--- src/rtl/irq_agg_pkg.sv ---
package irq_agg_pkg;

    localparam int BYTE_W = 8;

    // Register groups; each group occupies one address per byte lane.
    typedef enum logic [1:0] {
        GRP_MASK = 2'd0,
        GRP_STAT = 2'd1,
        GRP_ACK  = 2'd2,
        GRP_OFF  = 2'd3
    } reg_grp_e;

    // Address of a byte lane inside a group.
    function automatic int grp_addr(reg_grp_e grp, int lane, int n_lanes);
        return int'(grp) * n_lanes + lane;
    endfunction

endpackage

--- src/rtl/irq_agg_regport.sv ---
module irq_agg_regport
    import irq_agg_pkg::*;
#(
    parameter int STAT_W = 16,
    parameter int ADDR_W = 3
) (
    input  logic [ADDR_W-1:0]          addr_i,
    input  logic                       wr_en_i,
    input  logic [BYTE_W-1:0]          wr_data_i,
    input  logic [STAT_W-1:0]          status_i,
    input  logic [STAT_W-1:0]          mask_i,
    output logic [STAT_W/BYTE_W-1:0]   mask_wr_o,
    output logic [STAT_W/BYTE_W-1:0]   ack_wr_o,
    output logic                       soft_rst_o,
    output logic [BYTE_W-1:0]          rd_data_o
);

    localparam int NB = STAT_W / BYTE_W;

    typedef struct packed {
        logic [NB-1:0]     mask_wr;
        logic [NB-1:0]     ack_wr;
        logic              soft_rst;
        logic [BYTE_W-1:0] rd;
    } port_dec_t;

    port_dec_t dec;

    always_comb begin
        dec = '0;
        for (int l = 0; l < NB; l++) begin
            if (addr_i == ADDR_W'(grp_addr(GRP_MASK, l, NB))) begin
                dec.mask_wr[l] = wr_en_i;
                dec.rd         = mask_i[l*BYTE_W +: BYTE_W];
            end
            if (addr_i == ADDR_W'(grp_addr(GRP_STAT, l, NB))) begin
                dec.rd = status_i[l*BYTE_W +: BYTE_W];
            end
            if (addr_i == ADDR_W'(grp_addr(GRP_ACK, l, NB))) begin
                dec.ack_wr[l] = wr_en_i;
            end
        end
        if (addr_i == ADDR_W'(grp_addr(GRP_OFF, 0, NB))) begin
            dec.soft_rst = wr_en_i & wr_data_i[0];
        end
    end

    assign mask_wr_o  = dec.mask_wr;
    assign ack_wr_o   = dec.ack_wr;
    assign soft_rst_o = dec.soft_rst;
    assign rd_data_o  = dec.rd;

endmodule

--- src/rtl/irq_agg_mask_reg.sv ---
module irq_agg_mask_reg
    import irq_agg_pkg::*;
#(
    parameter int STAT_W  = 16,
    parameter int NUM_SRC = 12
) (
    input  logic                     clk_i,
    input  logic                     rst_ni,
    input  logic [STAT_W/BYTE_W-1:0] lane_wr_i,
    input  logic [BYTE_W-1:0]        wr_data_i,
    input  logic                     soft_rst_i,
    output logic [STAT_W-1:0]        mask_o
);

    localparam int NB = STAT_W / BYTE_W;
    localparam logic [STAT_W-1:0] MASK_RST = STAT_W'((64'd1 << NUM_SRC) - 64'd1);

    typedef struct packed {
        logic [STAT_W-1:0] bits;
    } mask_st_t;

    mask_st_t mask_d, mask_q;

    always_comb begin
        mask_d = mask_q;
        if (soft_rst_i) begin
            mask_d.bits = MASK_RST;
        end else begin
            for (int l = 0; l < NB; l++) begin
                if (lane_wr_i[l]) mask_d.bits[l*BYTE_W +: BYTE_W] = wr_data_i;
            end
        end
    end

    always_ff @(posedge clk_i or negedge rst_ni) begin
        if (!rst_ni) mask_q.bits <= MASK_RST;
        else         mask_q      <= mask_d;
    end

    assign mask_o = mask_q.bits;

    for (genvar l = 0; l < NB; l++) begin : g_lane_chk
        AST_MASK_LANE_LOAD: assert property (@(posedge clk_i) disable iff (!rst_ni)
            lane_wr_i[l] && !soft_rst_i |=> mask_o[l*BYTE_W +: BYTE_W] == $past(wr_data_i))
            else $error("mask lane did not load");
        AST_MASK_LANE_KEEP: assert property (@(posedge clk_i) disable iff (!rst_ni)
            !lane_wr_i[l] && !soft_rst_i |=> $stable(mask_o[l*BYTE_W +: BYTE_W]))
            else $error("mask lane changed without write");
    end

    AST_MASK_SOFT_RST: assert property (@(posedge clk_i) disable iff (!rst_ni)
        soft_rst_i |=> mask_o == MASK_RST)
        else $error("mask not restored by soft reset");

endmodule

--- src/rtl/irq_agg_status_reg.sv ---
module irq_agg_status_reg
    import irq_agg_pkg::*;
#(
    parameter int STAT_W  = 16,
    parameter int NUM_SRC = 12
) (
    input  logic                     clk_i,
    input  logic                     rst_ni,
    input  logic [NUM_SRC-1:0]       set_i,
    input  logic [STAT_W/BYTE_W-1:0] ack_lane_i,
    input  logic [BYTE_W-1:0]        ack_data_i,
    input  logic                     soft_rst_i,
    output logic [STAT_W-1:0]        status_o
);

    localparam int NB = STAT_W / BYTE_W;

    typedef struct packed {
        logic [STAT_W-1:0] bits;
    } stat_st_t;

    stat_st_t          stat_d, stat_q;
    logic [STAT_W-1:0] ack_vec;
    logic [STAT_W-1:0] bit_nxt;
    logic [STAT_W-1:0] set_wide;

    assign set_wide = STAT_W'(set_i);

    always_comb begin
        ack_vec = '0;
        for (int l = 0; l < NB; l++) begin
            if (ack_lane_i[l]) ack_vec[l*BYTE_W +: BYTE_W] = ack_data_i;
        end
    end

    // Source bits: set beats acknowledge; bits above the sources stay zero.
    for (genvar b = 0; b < STAT_W; b++) begin : g_bit
        if (b < NUM_SRC) begin : g_src
            assign bit_nxt[b] = set_i[b] | (stat_q.bits[b] & ~ack_vec[b]);
        end else begin : g_rsv
            assign bit_nxt[b] = 1'b0;
        end
    end

    always_comb begin
        stat_d = stat_q;
        if (soft_rst_i) stat_d.bits = '0;
        else            stat_d.bits = bit_nxt;
    end

    always_ff @(posedge clk_i or negedge rst_ni) begin
        if (!rst_ni) stat_q.bits <= '0;
        else         stat_q      <= stat_d;
    end

    assign status_o = stat_q.bits;

    AST_SET_STICKY: assert property (@(posedge clk_i) disable iff (!rst_ni)
        (|set_i) && !soft_rst_i |=> (status_o[NUM_SRC-1:0] & $past(set_i)) == $past(set_i))
        else $error("event did not set status");

    AST_ACK_CLEARS: assert property (@(posedge clk_i) disable iff (!rst_ni)
        (|ack_lane_i) && !soft_rst_i |=> (status_o & $past(ack_vec) & ~$past(set_wide)) == '0)
        else $error("acknowledge did not clear");

    AST_NO_SPONT_SET: assert property (@(posedge clk_i) disable iff (!rst_ni)
        !(|set_i) |=> (status_o & ~$past(status_o)) == '0)
        else $error("status bit rose without event");

    AST_STAT_SOFT_RST: assert property (@(posedge clk_i) disable iff (!rst_ni)
        soft_rst_i |=> status_o == '0)
        else $error("status not cleared by soft reset");

endmodule

--- src/rtl/irq_agg_top.sv ---
module irq_agg_top
    import irq_agg_pkg::*;
#(
    parameter int STAT_W  = 16,
    parameter int NUM_SRC = 12,
    parameter int ADDR_W  = 3
) (
    input  logic               clk_i,
    input  logic               rst_ni,
    input  logic [NUM_SRC-1:0] evt_set_i,
    input  logic [ADDR_W-1:0]  addr_i,
    input  logic               wr_en_i,
    input  logic [BYTE_W-1:0]  wr_data_i,
    output logic [BYTE_W-1:0]  rd_data_o,
    output logic               irq_o
);

    localparam int NB       = STAT_W / BYTE_W;
    localparam int ACK_BASE = grp_addr(GRP_ACK, 0, NB);
    localparam int OFF_ADDR = grp_addr(GRP_OFF, 0, NB);

    logic [STAT_W-1:0] status_w;
    logic [STAT_W-1:0] mask_w;
    logic [NB-1:0]     mask_wr_w;
    logic [NB-1:0]     ack_wr_w;
    logic              soft_rst_w;

    irq_agg_regport #(.STAT_W(STAT_W), .ADDR_W(ADDR_W)) u_port (
        .addr_i     (addr_i),
        .wr_en_i    (wr_en_i),
        .wr_data_i  (wr_data_i),
        .status_i   (status_w),
        .mask_i     (mask_w),
        .mask_wr_o  (mask_wr_w),
        .ack_wr_o   (ack_wr_w),
        .soft_rst_o (soft_rst_w),
        .rd_data_o  (rd_data_o)
    );

    irq_agg_mask_reg #(.STAT_W(STAT_W), .NUM_SRC(NUM_SRC)) u_mask (
        .clk_i      (clk_i),
        .rst_ni     (rst_ni),
        .lane_wr_i  (mask_wr_w),
        .wr_data_i  (wr_data_i),
        .soft_rst_i (soft_rst_w),
        .mask_o     (mask_w)
    );

    irq_agg_status_reg #(.STAT_W(STAT_W), .NUM_SRC(NUM_SRC)) u_stat (
        .clk_i      (clk_i),
        .rst_ni     (rst_ni),
        .set_i      (evt_set_i),
        .ack_lane_i (ack_wr_w),
        .ack_data_i (wr_data_i),
        .soft_rst_i (soft_rst_w),
        .status_o   (status_w)
    );

    assign irq_o = |(status_w & ~mask_w);

    AST_HIGH_ADDR_ZERO: assert property (@(posedge clk_i) disable iff (!rst_ni)
        addr_i >= ADDR_W'(ACK_BASE) |-> rd_data_o == '0)
        else $error("write-only or unmapped address read nonzero");

    AST_IRQ_STABLE: assert property (@(posedge clk_i) disable iff (!rst_ni)
        !wr_en_i && !(|evt_set_i) |=> $stable(irq_o))
        else $error("interrupt moved without stimulus");

    AST_IRQ_SOFT_LOW: assert property (@(posedge clk_i) disable iff (!rst_ni)
        wr_en_i && addr_i == ADDR_W'(OFF_ADDR) && wr_data_i[0] |=> !irq_o)
        else $error("interrupt high after soft reset");

endmodule

--- config.mk ---
export PLATFORM = sky130hd
export DESIGN_NAME = irq_agg_top
export DESIGN_NICKNAME = d
export VERILOG_FILES = /design/src/rtl/irq_agg_pkg.sv /design/src/rtl/irq_agg_regport.sv /design/src/rtl/irq_agg_mask_reg.sv /design/src/rtl/irq_agg_status_reg.sv /design/src/rtl/irq_agg_top.sv
export SDC_FILE = /design/constraint.sdc
export NUM_CORES = 1
export LEC_CHECK = 0
export BUFFER_PORTS_ARGS = -buffer_cell sky130_fd_sc_hd__buf_2
export CORE_UTILIZATION = 53
export DETAILED_ROUTE_END_ITERATION = 10
export GPL_TIMING_DRIVEN = 0
export PLACE_DENSITY = 0.84
export SLEW_MARGIN = 15
export SYNTH_ARGS = -nofsm -noshare
export SYNTH_HDL_FRONTEND = slang
export SYNTH_SLANG_ARGS = --single-unit
--- constraint.sdc ---
create_clock -name clk_i -period 1.31 [get_ports clk_i]
set_input_delay 0.131 -clock clk_i [delete_from_list [all_inputs] [get_ports clk_i]]
set_output_delay 0.131 -clock clk_i [all_outputs]
set_load 0.02 [all_outputs]
# Yosys cells after proc, flatten, opt, wreduce, memory -nomap -nowiden
# Index checks and enable logic that the tools add are counted.
classes:
  n_eq_ne: 6
  muxes: 15
  n_bitwise: 39
  n_reduce_logical: 4
ops:
  columns: ["operator", "n"]
  rows:
  - ["two-way mux 8 bit", 7]
  - ["bitwise AND 12 x 16 -> 16 bit", 1]
  - ["two-way mux 16 bit", 1]
  - ["NOT 16 bit", 1]
  - ["OR reduction 16 bit", 1]
  - ["bitwise AND 1 bit", 13]
  - ["two-way mux 12 bit", 1]
  - ["NOT 1 bit", 12]
  - ["OR 1 bit", 12]
  - ["equality test 3 bit, second input constant", 3]
  - ["equality test 3 x 2 -> 1 bit, second input constant", 2]
  - ["two-way mux 1 bit", 5]
  - ["two-way mux 4 bit", 1]
  - ["nonzero test 2 bit", 2]
  - ["equality test 3 x 1 -> 1 bit, second input constant", 1]
  - ["logical NOT 3 bit", 1]
word_totals:
  reg_bits: 28
  out_inout_bits: 9
  wordCells: 67

# Depth between registers and ports, before layout
depth:
  ltp_word: 7
  ltp_mapped: 6

# Hierarchy
# Synthesis repeated with hierarchy kept, for this count alone.
unflattened:
  hier_cells: 166
  hier_area_um2: 1710.4
modules_own_cells:
  columns: ["mod", "n_inst", "cells_per_inst", "area_per_inst_um2", "seq_area_each_um2"]
  rows:
  - ["irq_agg_mask_reg", 1, 52, 685.7, 415.4]
  - ["irq_agg_status_reg", 1, 55, 551.8, 300.3]
  - ["irq_agg_regport", 1, 38, 294.0, 0.0]
  - ["irq_agg_top", 1, 21, 178.9, 0.0]

# Worst setup path after synthesis
# OpenSTA, ideal clock, no wires.
synth_timing:
  path_kind: "reg-to-output"
  start: "register u_mask.mask_q, in the netlist u_mask.mask_o[5]"
  end: "output rd_data_o[5]"
  arrival_time_ns: 1.183
  required_time_ns: 1.179
  setup_slack_ns: -0.004
  stages_incl_launch_ff: 4
  path_cell_list: "dfstp_2 > mux2i_1 > or2_2 > a21oi_1"
synth_between:
  elab_chain_len: 4
synth_rtl:
  columns: ["item", "line", "source"]
  rows:
  - ["from (decl)", "irq_agg_mask_reg.sv:22", "mask_st_t mask_d, mask_q;"]
  - ["from (signal assigned)", "irq_agg_mask_reg.sv:37", "else mask_q <= mask_d;"]
  - ["two-way mux 8 bit", "irq_agg_regport.sv:32", "if (addr_i == ADDR_W'(grp_addr(GRP_MASK, l, NB))) begin"]
  - ["two-way mux 8 bit", "irq_agg_regport.sv:36", "if (addr_i == ADDR_W'(grp_addr(GRP_STAT, l, NB))) begin"]
  - ["two-way mux 8 bit", "irq_agg_regport.sv:32", null]
  - ["two-way mux 8 bit", "irq_agg_regport.sv:36", null]
  - ["to (decl)", "irq_agg_top.sv:14", "output logic [BYTE_W-1:0] rd_data_o,"]
# No other way between the ends.

# Final worst setup path
layout_timing:
  start: "register u_mask.mask_q, in the netlist u_mask.mask_o[3]"
  end: "output irq_o"
layout_between:
  elab_chain_len: 3
layout_rtl:
  columns: ["item", "line", "source"]
  rows:
  - ["NOT 16 bit", "irq_agg_top.sv:59", "assign irq_o = |(status_w & ~mask_w);"]
  - ["bitwise AND 12 x 16 -> 16 bit", "irq_agg_top.sv:59", null]
  - ["OR reduction 16 bit", "irq_agg_top.sv:59", null]
  - ["to (decl)", "irq_agg_top.sv:15", "output logic irq_o"]
# No other way between the ends.

==> results.md <==
Outcome:
- The flow ran to the end, but the final reports show violations.
- The checks that failed: DRC, setup timing.

Layout:
- With fillers left out, the area of the finished cells amounts to 0.00210 mm².
- The area added between synthesis and finish is 31.3%.
- Leaving out fill and tap cells, the most frequent cells in the layout are 33 x nand2_1, 30 x buf_2, 16 x dfrtp_1, 13 x nor2_1.
- The number of antenna diodes in the final layout is 0.
- Once layout is complete, the cells apart from fillers number 249.
- Cells with a size suffix above 1 make up 40.8% of the layout.
- Fill cells in the final layout number 193.
- At the end of the flow, the number of nets in the layout was 245.
- The fraction of the core area covered by cells at the end of the flow is 74.9%.
- The most common library cell in the layout ignoring fill and taps is nand2_1.

Timing:
- Final hold analysis gives a worst-case slack of 0.0155 ns.
- The worst-case headroom to the max-slew limit is 57.4%.
- Timing would allow up to 0.564 GHz.
- The slack of the critical path is -0.462 ns.
- The final critical path takes up 135% of the cycle.
- The slew at the pin closest to its max-slew limit is 0.636 ns.
- The setup violation total in the final timing report is 9.
- The final hold violation count is 0.
- The total count of max-transition violations in the final report was 0.
- The minimum period implied by the final worst setup slack is 1.77 ns.
- Setup repair after global routing could not meet its margin everywhere.
- On the final layout, the worst clock skew is 0 ns.

Worst setup path:
- The critical path goes through nor2b_1 -> a2111oi_4 -> nand3_1 -> buf_6.
- By startpoint and endpoint, the worst setup path is classified as flip-flop to primary output.
- The delay of the slowest cell on the worst path is 0.58 ns.
- STA puts the critical path data required time at 1.18 ns.
- STA classifies the critical path endpoint as a primary output.
- On the critical path, the stage with the largest delay is an instance of dfstp_2.
- The worst-path maximum fanout is 3.
- The arrival time of the worst setup path is 1.64 ns.
- The type of element launching the critical path is a flip-flop.

Global routing:
- The met3 usage in global routing is 7.03%.
- The initial antenna violation count is 0.
- Global routing consumed, on the met2 layer, 47.1% of the routing resources.
- The met1 layer usage reported by global route is 40.7%.
- In the global route stage, overall resource usage came out at 30.3%.
- The first global-routing pass estimated 7450 µm of wire.
- The pin count of the biggest net entering global routing is 29.
- The highest-utilization routing layer at the global route stage is met2.
- The via count of the first global-routing pass came to 1,580.
- For this run the aggregate overflow at the end of global routing stands at 0.

Power and ir drop:
- Summed over all cells, the static leakage comes to 0.870 nW.
- The power density normalized to cell area is 1150 mW/mm².
- VDD sags by at most 1.08 mV.

Floorplan:
- The initial utilization of the core area, before any placement, comes to 57.0%.
- The number of core rows is 19.
- The area inside the core boundary is 0.00281 mm².
- The area of the die is 0.00324 mm².
- The floorplan step set the die width to 57.0 µm.
- For this design the top-level I/O count stands at 35.
- The die height is 57.0 µm.

Clock tree:
- The TritonCTS clock tree is yes.
- The tree is rooted in a clkbuf_4.
- The clock passes through at most 2 buffers.
- The number of H-tree levels is 1.
- The number of buffers inserted during clock tree synthesis is 3.
- The clock network latency to the later pin of the worst-skew pair is 0.34 ns.
- The clock slew at the register clock pins of the worst setup and hold paths is 0.15 ns.
- The clock drives 28 sinks.

Worst hold path:
- The class of the tightest hold or removal check is input port to flip-flop.

Place:
- The standard cell area after detailed placement is 0.00182 mm².
- Counting tap cells, the placed design contains a total of 233 instances.
- Detailed placement finished with a half-perimeter wire length of 2730 µm.
- At the end of routability-driven placement, the weighted congestion stood at 0.847.
- The post-place setup slack is -0.216 ns.
- The number of buffers added on ports is 33.

Detailed routing:
- The mean number of vias per cell is 6.14.
- Summed over all layers, the routed wires come to 4390 µm.
- The count of antenna-violating nets left after detailed routing is 0.
- After detailed routing, the number of remaining DRC violations is 6.
- The DRC violation total after the first TritonRoute iteration is 102.
- The average routed wire per standard cell is 17.6 µm.
- Before antenna repair, the detailed router went through 7 iterations.
- The via count of the routed design is 1,529.

Logic synthesis:
- The synthesis-stage register bit count is 28.
- A synthesized cell averages 9.47 µm².
- The number of enable flip-flop cells after synthesis is 0.
- The total standard cell area after synthesis is 0.00160 mm².
- When the netlist entered floorplanning its net count stood at 195.
- In the synthesized netlist the dominant register cell turns out to be dfrtp_1.
- The Yosys step of the flow raised 0 warnings.
- The post-synthesis cell count is 169.
- Synthesis instantiated 26 different standard cells from the library.
- The async set-or-reset flop fraction in the synthesized netlist is 100%.
- The post-synthesis sequential area ratio is 44.7%.

Job:
- The number of violations of the max-capacitance limit is 0.
==> metal layers <==
metal / wire (µm) / vias up
met1: 1770 / 750
met2: 2160 / 81
met3: 325 / 15
met5: 0 / -
li1: - / 683
met4: 142 / 0
==> worst max-delay path, delay by kind of cell, from the launching register on <==
family | cells | cell delay, ns
AND/OR/NAND/NOR | 2 | 0.23
AO/OA/AOI/OAI | 1 | 0.32
flip-flops | 1 | 0.58
buffers and inverters | 1 | 0.16
==> area by class of cell <==
type / count / area (µm²) / share of cell area [%]
inverters: 3 / 11.3 / 0.536
flip-flops and latches: 28 / 716 / 34.1
multi-input cells: 128 / 907 / 43.2
clock buffers: 3 / 22.5 / 1.07
clock inverters: 1 / 30.0 / 1.43
repair buffers: 45 / 312 / 14.8
well taps: 31 / 38.8 / 1.85
plain buffers: 10 / 63.8 / 3.04
==> path summary, 6_finish.rpt <==
kind | cells past startpoint | to | start | slack [ns]
max | 4 | irq_o | u_mask.mask_o[3] | -0.46
min | 3 | u_mask.mask_o[5] | wr_data_i[5] | 0.02
max reg2reg | 2 | u_mask.mask_o[10] | u_mask.mask_o[10] | 0.41
min reg2reg | 2 | u_mask.mask_o[9] | u_mask.mask_o[9] | 0.52
max in group asynchronous | 2 | u_stat.status_o[10] | rst_ni | 0.58
min in group asynchronous | 2 | u_stat.status_o[8] | rst_ni | 0.32
==> flip-flops by register name, indices dropped and copies added (netlist names) <==
| register | flops |
|---|---|
| u_stat.status_o | 12 |
| u_mask.mask_o | 16 |
==> cells by family (layout without fill, tap and decap cells) <==
logic type	Yosys count	after routing	synth area share (%)
simple gates	106	106	36.0
flops	28	28	44.7
buf+inv	13	62	4.69
mux	8	8	9.07
compound gates	14	14	5.55
==> synth_stat cells (4+ instances only) <==
library cell	instances	area share (%)
o21ai_0	4	1.3
nor3b_1	12	5.6
nor3_1	12	3.8
dfstp_2	12	20
nand2_1	33	7.7
nand3_1	10	3.1
mux2i_1	4	2.5
mux4_1	4	6.6
nor2b_1	14	5.5
nor2_1	13	3.0
dfrtp_1	16	25
or2_2	5	2.0
buf_2	6	1.9
a21oi_1	4	1.3
==> power by group <==
group / switching, mW / internal [mW]
registers: 0.0929 / 1.05
clock network: 0.275 / 0.310
logic: 0.339 / 0.348
==> timing repair <==
action | 4_1_cts | 5_1_grt
buffers inserted | 6 | 3
hold buffers | 3 | 0
pin swaps | 6 | 5
resized for setup | 26 | 13
hold endpoints to repair | 18 | 0
endpoints found under the setup margin | 9 | 9
==> per-stage QoR <==
stage,setup TNS (ns),total power [mW]
floorplan,0,1.44
global route,-3.86,2.52
detailed placement,-1.78,1.61
global placement,-0.829,1.58
finish,-3.32,2.41
CTS,-3.25,2.31
No activity file was read; power rests on OpenSTA's default activity.
